===== src/rtl/fdec_pkg.sv =====
package fdec_pkg;

  // clamp outcome of one quantization
  typedef struct packed {
    logic below;
    logic above;
  } fdec_clip_t;

  // scale a value by a percentage, integer floor
  function automatic int fdec_pct(input int base, input int pct);
    return (base * pct) / 100;
  endfunction

endpackage


===== src/rtl/fdec_rst_sync.sv =====
module fdec_rst_sync (
  input  logic clk,
  input  logic rst_n,
  output logic rst_n_sync
);

  logic [1:0] sync_q;
  logic [1:0] sync_d;

  always_comb begin
    sync_d = {sync_q[0], 1'b1};
  end

  always_ff @(posedge clk or negedge rst_n) begin
    if (!rst_n) begin
      sync_q <= 2'b00;
    end else begin
      sync_q <= sync_d;
    end
  end

  assign rst_n_sync = sync_q[1];

endmodule


===== src/rtl/fdec_quantizer.sv =====
module fdec_quantizer
  import fdec_pkg::*;
#(
  parameter int IW        = 16,
  parameter int FRAC      = 8,
  parameter int MIN_CELLS = 2,
  parameter int MAX_CELLS = 4,
  parameter int CNT_W     = $clog2(MAX_CELLS + 1)
) (
  input  logic [IW-1:0]      ticks,
  input  logic [IW+FRAC-1:0] est,
  output logic [CNT_W-1:0]   cells,
  output fdec_clip_t         clip
);

  localparam int EW = IW + FRAC;
  localparam int CW = EW + 5;
  localparam int NB = MAX_CELLS - MIN_CELLS;
  localparam int LO_MULT = 2 * MIN_CELLS - 1;
  localparam int HI_MULT = 2 * MAX_CELLS + 1;

  // interval scaled by 2^(FRAC+1): compare against (2k+1)*est for k+0.5 cells
  logic [CW-1:0] lhs;
  logic [CW-1:0] est_w;
  logic [NB-1:0] crossed;

  assign lhs   = CW'({ticks, {FRAC{1'b0}}, 1'b0});
  assign est_w = CW'(est);

  for (genvar k = 0; k < NB; k++) begin : g_bound
    localparam int MULT = 2 * (MIN_CELLS + k) + 1;
    assign crossed[k] = (lhs >= est_w * CW'(MULT));
  end

  assign clip.below = (lhs < est_w * CW'(LO_MULT));
  assign clip.above = (lhs >= est_w * CW'(HI_MULT));

  // thresholds are monotonic, so the count of crossed ones is the clamped result
  always_comb begin
    cells = CNT_W'(MIN_CELLS);
    for (int i = 0; i < NB; i++) begin
      cells = cells + CNT_W'(crossed[i]);
    end
  end

endmodule


===== src/rtl/fdec_tracker.sv =====
module fdec_tracker #(
  parameter int IW         = 16,
  parameter int FRAC       = 8,
  parameter int CNT_W      = 3,
  parameter int GAIN_SHIFT = 4,
  parameter int EST_RST    = 12288,
  parameter int EST_LO     = 10813,
  parameter int EST_HI     = 13762
) (
  input  logic                clk,
  input  logic                rst_n,
  input  logic                upd_en,
  input  logic [IW-1:0]       ticks,
  input  logic [CNT_W-1:0]    cells,
  output logic [IW+FRAC-1:0]  est
);

  localparam int EW = IW + FRAC;
  localparam int SW = EW + 2;

  logic [EW-1:0]        est_q;
  logic [EW-1:0]        est_d;
  logic [EW-1:0]        target;
  logic signed [SW-1:0] err;
  logic signed [SW-1:0] step;
  logic signed [SW-1:0] sum;

  // per-cell period implied by this interval
  assign target = EW'({ticks, {FRAC{1'b0}}}) / EW'(cells);

  always_comb begin
    err  = $signed({2'b00, target}) - $signed({2'b00, est_q});
    step = err >>> GAIN_SHIFT;
    sum  = $signed({2'b00, est_q}) + step;
    est_d = est_q;
    if (upd_en) begin
      if (sum < $signed(SW'(EST_LO))) begin
        est_d = EW'(EST_LO);
      end else if (sum > $signed(SW'(EST_HI))) begin
        est_d = EW'(EST_HI);
      end else begin
        est_d = sum[EW-1:0];
      end
    end
  end

  always_ff @(posedge clk or negedge rst_n) begin
    if (!rst_n) begin
      est_q <= EW'(EST_RST);
    end else if (upd_en) begin
      est_q <= est_d;
    end
  end

  assign est = est_q;

  a_r7_est_in_band: assert property (@(posedge clk) disable iff (!rst_n)
    (est_q >= EW'(EST_LO)) && (est_q <= EW'(EST_HI)));

  a_r5_est_held_when_idle: assert property (@(posedge clk) disable iff (!rst_n)
    !upd_en |=> $stable(est_q));

endmodule


===== src/rtl/fdec_serializer.sv =====
module fdec_serializer #(
  parameter int CNT_W = 3
) (
  input  logic             clk,
  input  logic             rst_n,
  input  logic             load_en,
  input  logic [CNT_W-1:0] load_cells,
  input  logic             bit_ready,
  output logic             bit_valid,
  output logic             bit_data,
  output logic             idle
);

  logic [CNT_W-1:0] rem_q;
  logic [CNT_W-1:0] rem_d;
  logic             rem_en;
  logic             shift;

  assign shift = bit_valid & bit_ready;

  always_comb begin
    rem_d  = rem_q;
    rem_en = 1'b0;
    if (load_en) begin
      rem_d  = load_cells;
      rem_en = 1'b1;
    end else if (shift) begin
      rem_d  = rem_q - CNT_W'(1);
      rem_en = 1'b1;
    end
  end

  always_ff @(posedge clk or negedge rst_n) begin
    if (!rst_n) begin
      rem_q <= '0;
    end else if (rem_en) begin
      rem_q <= rem_d;
    end
  end

  assign bit_valid = (rem_q != '0);
  assign bit_data  = (rem_q == CNT_W'(1));
  assign idle      = (rem_q == '0);

  a_r4_hold_on_stall: assert property (@(posedge clk) disable iff (!rst_n)
    (bit_valid && !bit_ready) |=> (bit_valid && $stable(bit_data)));

  a_r4_one_ends_interval: assert property (@(posedge clk) disable iff (!rst_n)
    (bit_valid && bit_ready && bit_data) |=> !bit_valid);

  a_r4_zero_continues: assert property (@(posedge clk) disable iff (!rst_n)
    (bit_valid && bit_ready && !bit_data) |=> bit_valid);

endmodule


===== src/rtl/flux_cell_decoder.sv =====
module flux_cell_decoder
  import fdec_pkg::*;
#(
  parameter int IW         = 16,
  parameter int FRAC       = 8,
  parameter int NOM_TICKS  = 48,
  parameter int TOL_PCT    = 12,
  parameter int GAIN_SHIFT = 4,
  parameter int MIN_CELLS  = 2,
  parameter int MAX_CELLS  = 4,
  parameter int CNT_W      = $clog2(MAX_CELLS + 1)
) (
  input  logic               clk,
  input  logic               rst_n,
  input  logic               in_valid,
  output logic               in_ready,
  input  logic [IW-1:0]      in_ticks,
  output logic               cell_stb,
  output logic [CNT_W-1:0]   cell_count,
  output logic [IW+FRAC-1:0] est_out,
  output logic               range_err,
  output logic               bit_valid,
  input  logic               bit_ready,
  output logic               bit_data
);

  localparam int EW      = IW + FRAC;
  localparam int EST_NOM = NOM_TICKS * (2 ** FRAC);
  localparam int EST_LO  = fdec_pct(EST_NOM, 100 - TOL_PCT);
  localparam int EST_HI  = fdec_pct(EST_NOM, 100 + TOL_PCT);

  logic             rst_i;
  logic             accept;
  logic             ser_idle;
  logic [CNT_W-1:0] q_cells;
  fdec_clip_t       q_clip;
  logic [EW-1:0]    est;

  logic             stb_q, stb_d;
  logic [CNT_W-1:0] cnt_q, cnt_d;
  logic             cnt_en;
  logic             err_q, err_d;
  logic             err_en;

  fdec_rst_sync u_rst (
    .clk        (clk),
    .rst_n      (rst_n),
    .rst_n_sync (rst_i)
  );

  assign in_ready = ser_idle;
  assign accept   = in_valid & ser_idle;

  fdec_quantizer #(
    .IW        (IW),
    .FRAC      (FRAC),
    .MIN_CELLS (MIN_CELLS),
    .MAX_CELLS (MAX_CELLS),
    .CNT_W     (CNT_W)
  ) u_quant (
    .ticks (in_ticks),
    .est   (est),
    .cells (q_cells),
    .clip  (q_clip)
  );

  fdec_tracker #(
    .IW         (IW),
    .FRAC       (FRAC),
    .CNT_W      (CNT_W),
    .GAIN_SHIFT (GAIN_SHIFT),
    .EST_RST    (EST_NOM),
    .EST_LO     (EST_LO),
    .EST_HI     (EST_HI)
  ) u_track (
    .clk    (clk),
    .rst_n  (rst_i),
    .upd_en (accept),
    .ticks  (in_ticks),
    .cells  (q_cells),
    .est    (est)
  );

  fdec_serializer #(
    .CNT_W (CNT_W)
  ) u_ser (
    .clk        (clk),
    .rst_n      (rst_i),
    .load_en    (accept),
    .load_cells (q_cells),
    .bit_ready  (bit_ready),
    .bit_valid  (bit_valid),
    .bit_data   (bit_data),
    .idle       (ser_idle)
  );

  // count strobe, count register and sticky clamp flag
  always_comb begin
    stb_d  = accept;
    cnt_d  = q_cells;
    cnt_en = accept;
    err_d  = err_q | q_clip.below | q_clip.above;
    err_en = accept;
  end

  always_ff @(posedge clk or negedge rst_i) begin
    if (!rst_i) begin
      stb_q <= 1'b0;
    end else begin
      stb_q <= stb_d;
    end
  end

  always_ff @(posedge clk or negedge rst_i) begin
    if (!rst_i) begin
      cnt_q <= CNT_W'(MIN_CELLS);
    end else if (cnt_en) begin
      cnt_q <= cnt_d;
    end
  end

  always_ff @(posedge clk or negedge rst_i) begin
    if (!rst_i) begin
      err_q <= 1'b0;
    end else if (err_en) begin
      err_q <= err_d;
    end
  end

  assign cell_stb   = stb_q;
  assign cell_count = cnt_q;
  assign range_err  = err_q;
  assign est_out    = est;

  a_r8_stb_follows_accept: assert property (@(posedge clk) disable iff (!rst_i)
    accept |=> cell_stb);

  a_r8_stb_single: assert property (@(posedge clk) disable iff (!rst_i)
    cell_stb |=> !cell_stb);

  a_r2_count_legal: assert property (@(posedge clk) disable iff (!rst_i)
    cell_stb |-> (cell_count >= CNT_W'(MIN_CELLS)) && (cell_count <= CNT_W'(MAX_CELLS)));

  a_r3_flag_sticky: assert property (@(posedge clk) disable iff (!rst_i)
    range_err |=> range_err);

  a_r5_load_brings_bits: assert property (@(posedge clk) disable iff (!rst_i)
    accept |=> (bit_valid && !in_ready));

endmodule


===== config.mk =====
export PLATFORM = sky130hd
export DESIGN_NAME = flux_cell_decoder
export DESIGN_NICKNAME = d
export VERILOG_FILES = /design/src/rtl/fdec_pkg.sv /design/src/rtl/fdec_rst_sync.sv /design/src/rtl/fdec_quantizer.sv /design/src/rtl/fdec_tracker.sv /design/src/rtl/fdec_serializer.sv /design/src/rtl/flux_cell_decoder.sv
export SDC_FILE = /design/constraint.sdc
export NUM_CORES = 1
export LEC_CHECK = 0
export ABC_AREA = 0
export BUFFER_PORTS_ARGS = -buffer_cell sky130_fd_sc_hd__buf_2
export CAP_MARGIN = 20
export CORE_ASPECT_RATIO = 0.6
export CORE_MARGIN = 2
export CORE_UTILIZATION = 58
export CTS_CLUSTER_SIZE = 28
export DETAILED_ROUTE_END_ITERATION = 7
export GPL_TIMING_DRIVEN = 1
export PLACE_DENSITY = 0.78
export REMOVE_ABC_BUFFERS = 1
export SYNTH_ARGS = -nofsm -noshare
export SYNTH_HDL_FRONTEND = slang
export SYNTH_SLANG_ARGS = --single-unit

===== constraint.sdc =====
create_clock -name clk -period 1.09 [get_ports clk]
set_input_delay 0.0545 -clock clk [delete_from_list [all_inputs] [get_ports clk]]
set_output_delay 0.0545 -clock clk [all_outputs]
set_load 0.005 [all_outputs]

==> results.ini, run 1 <==
[floorplan]
pin_count = 52
start_util = 0.586
die_w_um = 246
die_h_um = 149
rows = 53

[yosys]
synth_area_mm2 = 0.0205
yosys.area_share.simple = 0.271
seq_area_frac_synth = 0.0418
synth-main-ff-cell = dfrtp_1
synth_top_family_by_area = compound AO/OA/AOI/OAI gates
synth.mux.area_fraction = 0.0250
synth_enable_flop_cells = 0
synth-compound-area-share = 0.309
yosysUniqueCellTypes = 131
syn_inst = 2777
synth_xor_area_frac = 0.0843
yosys_warnings = 0
syn-mean-instance-area_um2 = 7.36
yosys.area.top_type = ha_1
yosys-top-cells-area = ha_1 19%, xnor2_1 6.4%, a21oi_1 5.2%
synthAdderAreaFrac = 0.221
async_flop_share = 1.00
synth_seq_cells = 34
synth_top_area_frac = 0.193

[clock_tree]
cts_buffers = 5
cts_buffer_depth = 2
cts.sink_count = 34
htree_levels = 2
root_buffer = clkbuf_16

[global_routing]
first_global_vias = 45000
grt_pass1_wl_mm = 294
globalRouteOverflowTotal = 2606
gr-usage-all-layers = 1.04
grt_max_degree = 29

[placement]
portBuffers = 51
gp_congestion = 1.06
dpl.hpwl_mm = 87.5

[run_status]
lastStage = global routing (5_1_grt)
error = [ERROR GRT-0116] Global routing finished with congestion. Check the congestion regions in the DRC Viewer.
status = did not finish

==> cells in the mapped netlist (all sizes together), types with 11 or more instances <==
cell type and count:
and3 32, nor2 231, mux2 19, dfrtp 31
or2 37, o21a 42, a2111oi 18, a211oi 39
a31o 12, or4 23, clkbuf 30, nor3 102
mux2i 29, nor2b 45, nand4 47, buf 34
nor4 38, nand2b 64, o31a 15, fa 29
xnor2 149, a21oi 215, o21ai 169, and4 20
ha 315, or3 32, nand2 169, o22ai 26
o211ai 31, a21o 51, o21bai 56, o31ai 33
o211a 11, inv 172, o311ai 12, a21boi 20
xor2 47, a31oi 37, nand3 82, and2 36
==> metrics by stage <==
step | util | worst slack, ns | instances | instance area (um^2)
after floorplan | - | -55.62 | 2713 | 20100
after global placement | 0.866 | -47.90 | 4460 | 30200
after detailed placement | 0.866 | -55.17 | 4460 | 30200
after CTS | 0.924 | -51.83 | 4547 | 32200
==> cell families after synthesis <==
group,count (synthesis)
XOR/XNOR,196
multiplexers,48
flip-flops,34
AND/OR/NAND/NOR,1012
buffers and inverters,236
other,2
AO/OA/AOI/OAI,905
adder cells (fa/ha/maj),344
==> repair_timing <==
item / 4_1_cts
gates resized for setup: 346
hold endpoints to repair: 3
setup buffers: 74
setup endpoints to repair: 50
cloned: 3
pin swaps: 88
hold buffers: 2
==> layer usage <==
layer | GRT usage | overflow
met2 | 1.20 | 1584
met3 | 0.943 | 197
met5 | 0.872 | 22
met1 | 0.964 | 216
met4 | 1.10 | 587
==> inputs of run 2 (changes only) <==
--- a/config.mk
+++ b/config.mk
@@ -8,13 +8,11 @@
 export ABC_AREA = 0
 export BUFFER_PORTS_ARGS = -buffer_cell sky130_fd_sc_hd__buf_2
 export CAP_MARGIN = 20
-export CORE_ASPECT_RATIO = 0.6
 export CORE_MARGIN = 2
-export CORE_UTILIZATION = 58
-export CTS_CLUSTER_SIZE = 28
+export CORE_UTILIZATION = 40
 export DETAILED_ROUTE_END_ITERATION = 7
 export GPL_TIMING_DRIVEN = 1
-export PLACE_DENSITY = 0.78
+export PLACE_DENSITY_LB_ADDON = 0.15
 export REMOVE_ABC_BUFFERS = 1
 export SYNTH_ARGS = -nofsm -noshare
 export SYNTH_HDL_FRONTEND = slang
==> constraint.sdc (replaced) <==
create_clock -name clk -period 1.4 [get_ports clk]
set_input_delay 0.07 -clock clk [delete_from_list [all_inputs] [get_ports clk]]
set_output_delay 0.07 -clock clk [all_outputs]
set_load 0.005 [all_outputs]
==> run 2 against run 1 <==
  * The flow now finishes, with violations (DRC, setup timing)
  * Area after synthesis unchanged
  * Synthesized cell count unchanged
==> results.ini, run 2 <==
[worst_setup_path]
crit_start = u_track.est[1]$_DFFE_PN0P_
worstPathMaxFanout = 8
regToRegSetupSlack_ns = -47.73
r2r-end = u_track.est[7]$_DFFE_PN0P_
slowest_delay_ns = 0.61
critPathKind = reg2reg
reg2reg_from = u_track.est[1]$_DFFE_PN0P_
cp_slowest_cell = fa_1
crit_top_cell = o21a_1
end_kind = flip-flop
cp.arrival_ns = 49.30
worstPathRequired_ns = 1.58
r2r.worst_path.cells = 275
critPathLaunchType = flip-flop

[timing]
maxSlewHeadroom = 0.564
max_freq_mhz = 20.4
hold_ws_ns = 0.0267
rsz0062_at_grt = yes
finalHoldViolations = 0
fin_ws_ns = -47.73
worst_pin_slew_ns = 0.637
period_share = 35.1
fin_skew_ns = 0.00301
setup_viol = 30
period_needed_ns = 49.13
maxSlewViolCount = 0

[floorplan]
pin_count = 52  ; unchanged
die_w_um = 230  ; -6.6%
rows = 82  ; +55%
dieArea_mm2 = 0.0530
design.core.area_mm2 = 0.0503
die_h_um = 230  ; +54%
start_util = 0.407  ; -0.180

[clock_tree]
cts.sink_count = 34  ; unchanged
cts_buffer_depth = 2  ; unchanged
cts_tree = yes
cts_buffers = 5  ; unchanged
clock_latency_ns = 0.29
root_buffer = clkbuf_16
htree_levels = 2  ; unchanged
cts.clk_slew.worst_paths_ns = 0.06

[yosys]
synth.most_common_cell = ha_1
yosys-top-cells-area = ha_1 19%, xnor2_1 6.4%, a21oi_1 5.2%
synthAdderAreaFrac = 0.221  ; unchanged
synth_xor_area_frac = 0.0843  ; unchanged
syn_inst = 2777  ; unchanged
syn-mean-instance-area_um2 = 7.36  ; unchanged
synth_area_mm2 = 0.0205  ; unchanged
synth.mux.area_fraction = 0.0250  ; unchanged
synth-compound-area-share = 0.309  ; unchanged
synth_top_family_by_area = compound AO/OA/AOI/OAI gates
yosysUniqueCellTypes = 131  ; unchanged
yosys.area.top_type = ha_1
yosys.area_share.simple = 0.271  ; unchanged
synth-main-ff-cell = dfrtp_1
synth_seq_cells = 34  ; unchanged
synth_common_cells = 315 x ha_1, 228 x nor2_1, 213 x a21oi_1, 167 x nand2_1, 161 x inv_1
async_flop_share = 1.00  ; unchanged
synth_enable_flop_cells = 0  ; unchanged
seq_area_frac_synth = 0.0418  ; unchanged
synth_top_area_frac = 0.193  ; unchanged
yosys_warnings = 0  ; unchanged

[placement]
dp.cells = 4693  ; +5.2%
portBuffers = 51  ; unchanged
preCtsSetupSlack_ns = -50.71  ; +4.47 ns
gp_congestion = 0.956  ; -9.8%
dpl.hpwl_mm = 67.2  ; -23%

[finish]
mostFrequentLayoutCell = buf_4
layout_common_cells = 1478 x buf_4, 279 x ha_1, 185 x nor2_1
largest_reg_flops = 24
drive_above_1_share = 0.483
area_growth_pct = 73.8
utilization = 0.707
fin_cells = 4995
nets = 4685

[global_routing]
grt_pass1_wl_mm = 140
grt_antenna_before_repair = 1
first_global_vias = 27900
globalRouteOverflowTotal = 0
grt_max_degree = 29
gr-usage-all-layers = 0.315

[drt]
drtIter0Drc = 1991
ant_nets = 0
drc = 1
wl_mm = 92.7
via_per_inst = 5.75
wl_per_cell_um = 18.6
drt_first_pass_iters = 8
vias = 28700

[worst_hold_path]
hold_depth = 2
hp-class = in2reg
min_to = u_ser.rem_q[2]$_DFFE_PN0P_
worstHoldStart = bit_ready

[run_status]
status = finished with violations
violations = DRC, setup timing

[job]
cap_violations = 0

run 2: cell counts after synthesis:
Identical to the previous run, type by type.
run 2: cells by family (layout without fill, tap and decap cells):
logic type / Yosys count / in the layout
muxes: 48 / 48
DFF: 34 / 34
buffers and inverters: 236 / 1781
AOI/OAI and AO/OA: 905 / 905
adders and majority gates: 344 / 344
and+or+nand+nor: 1012 / 1012
xor gates and xnor gates: 196 / 196
other: 2 / 3
run 2: per-layer routing:
layer | part of all wire | global-route usage | wire, um | vias up
li1 | - | - | - | 13600
met1 | 0.44 | 0.423 | 40600 | 13800
met2 | 0.47 | 0.538 | 43700 | 1045
met3 | 0.057 | 0.0285 | 5310 | 260
met4 | 0.034 | 0.0817 | 3170 | 0
met5 | 0 | 0 | 0 | -
run 2: how the worst max path moves through the flow:
stage | slack [ns] | cells after the start | to
3_5_place_dp | -50.71 | 268 | u_track.est[8]$_DFFE_PN0P_
4_1_cts | -47.63 | 278 | u_track.est[7]$_DFFE_PN0P_
5_1_grt | -49.76 | 281 | u_track.est[7]$_DFFE_PN0P_
6_report | -47.73 | 275 | u_track.est[7]$_DFFE_PN0P_
2_1_floorplan | -55.31 | 268 | u_track.est[7]$_DFFE_PN0P_
3_3_place_gp | -48.07 | 264 | u_track.est[7]$_DFFE_PN0P_
run 2: through the flow:
stage / instance area, um^2 / setup TNS (ns)
after CTS: 33400 / -661.32
after floorplan: 20100 / -760.77
after detailed placement: 30700 / -699.51
after global routing: 35600 / -697.60
after global placement: 30700 / -662.99
final: 35600 / -668.91
run 2: final cells by class:
cell class	count	area (um^2)
multi-input combinational	2507	20500
fill	3853	14700
timing repair buffer	1601	12500
sequential	34	856
tap	672	841
inverter	172	676
clock buffer	8	166
antenna	1	2.50
run 2: repair_timing:
action / in CTS / in global routing
setup buffers: 168 / 126
pin swaps: 135 / 246
gates cloned: 4 / 0
resized for setup: 310 / 289
setup endpoints to repair: 30 / 31
hold buffers: 1 / 0
hold endpoints to repair: 2 / 0
run 2: worst max-delay path, delay by kind of cell, from the launching register on:
family / cells / cell delay [ns]
AOI/OAI and AO/OA: 110 / 17.07
DFF: 1 / 0.41
and+or+nand+nor: 101 / 18.76
xor gates and xnor gates: 1 / 0.14
adders and majority gates: 28 / 7.63
muxes: 7 / 1.73
buffers and inverters: 28 / 3.20
Power of run 2 is not shown: default switching activity piles up to over one toggle a cycle in this logic, so the estimate is an artifact.
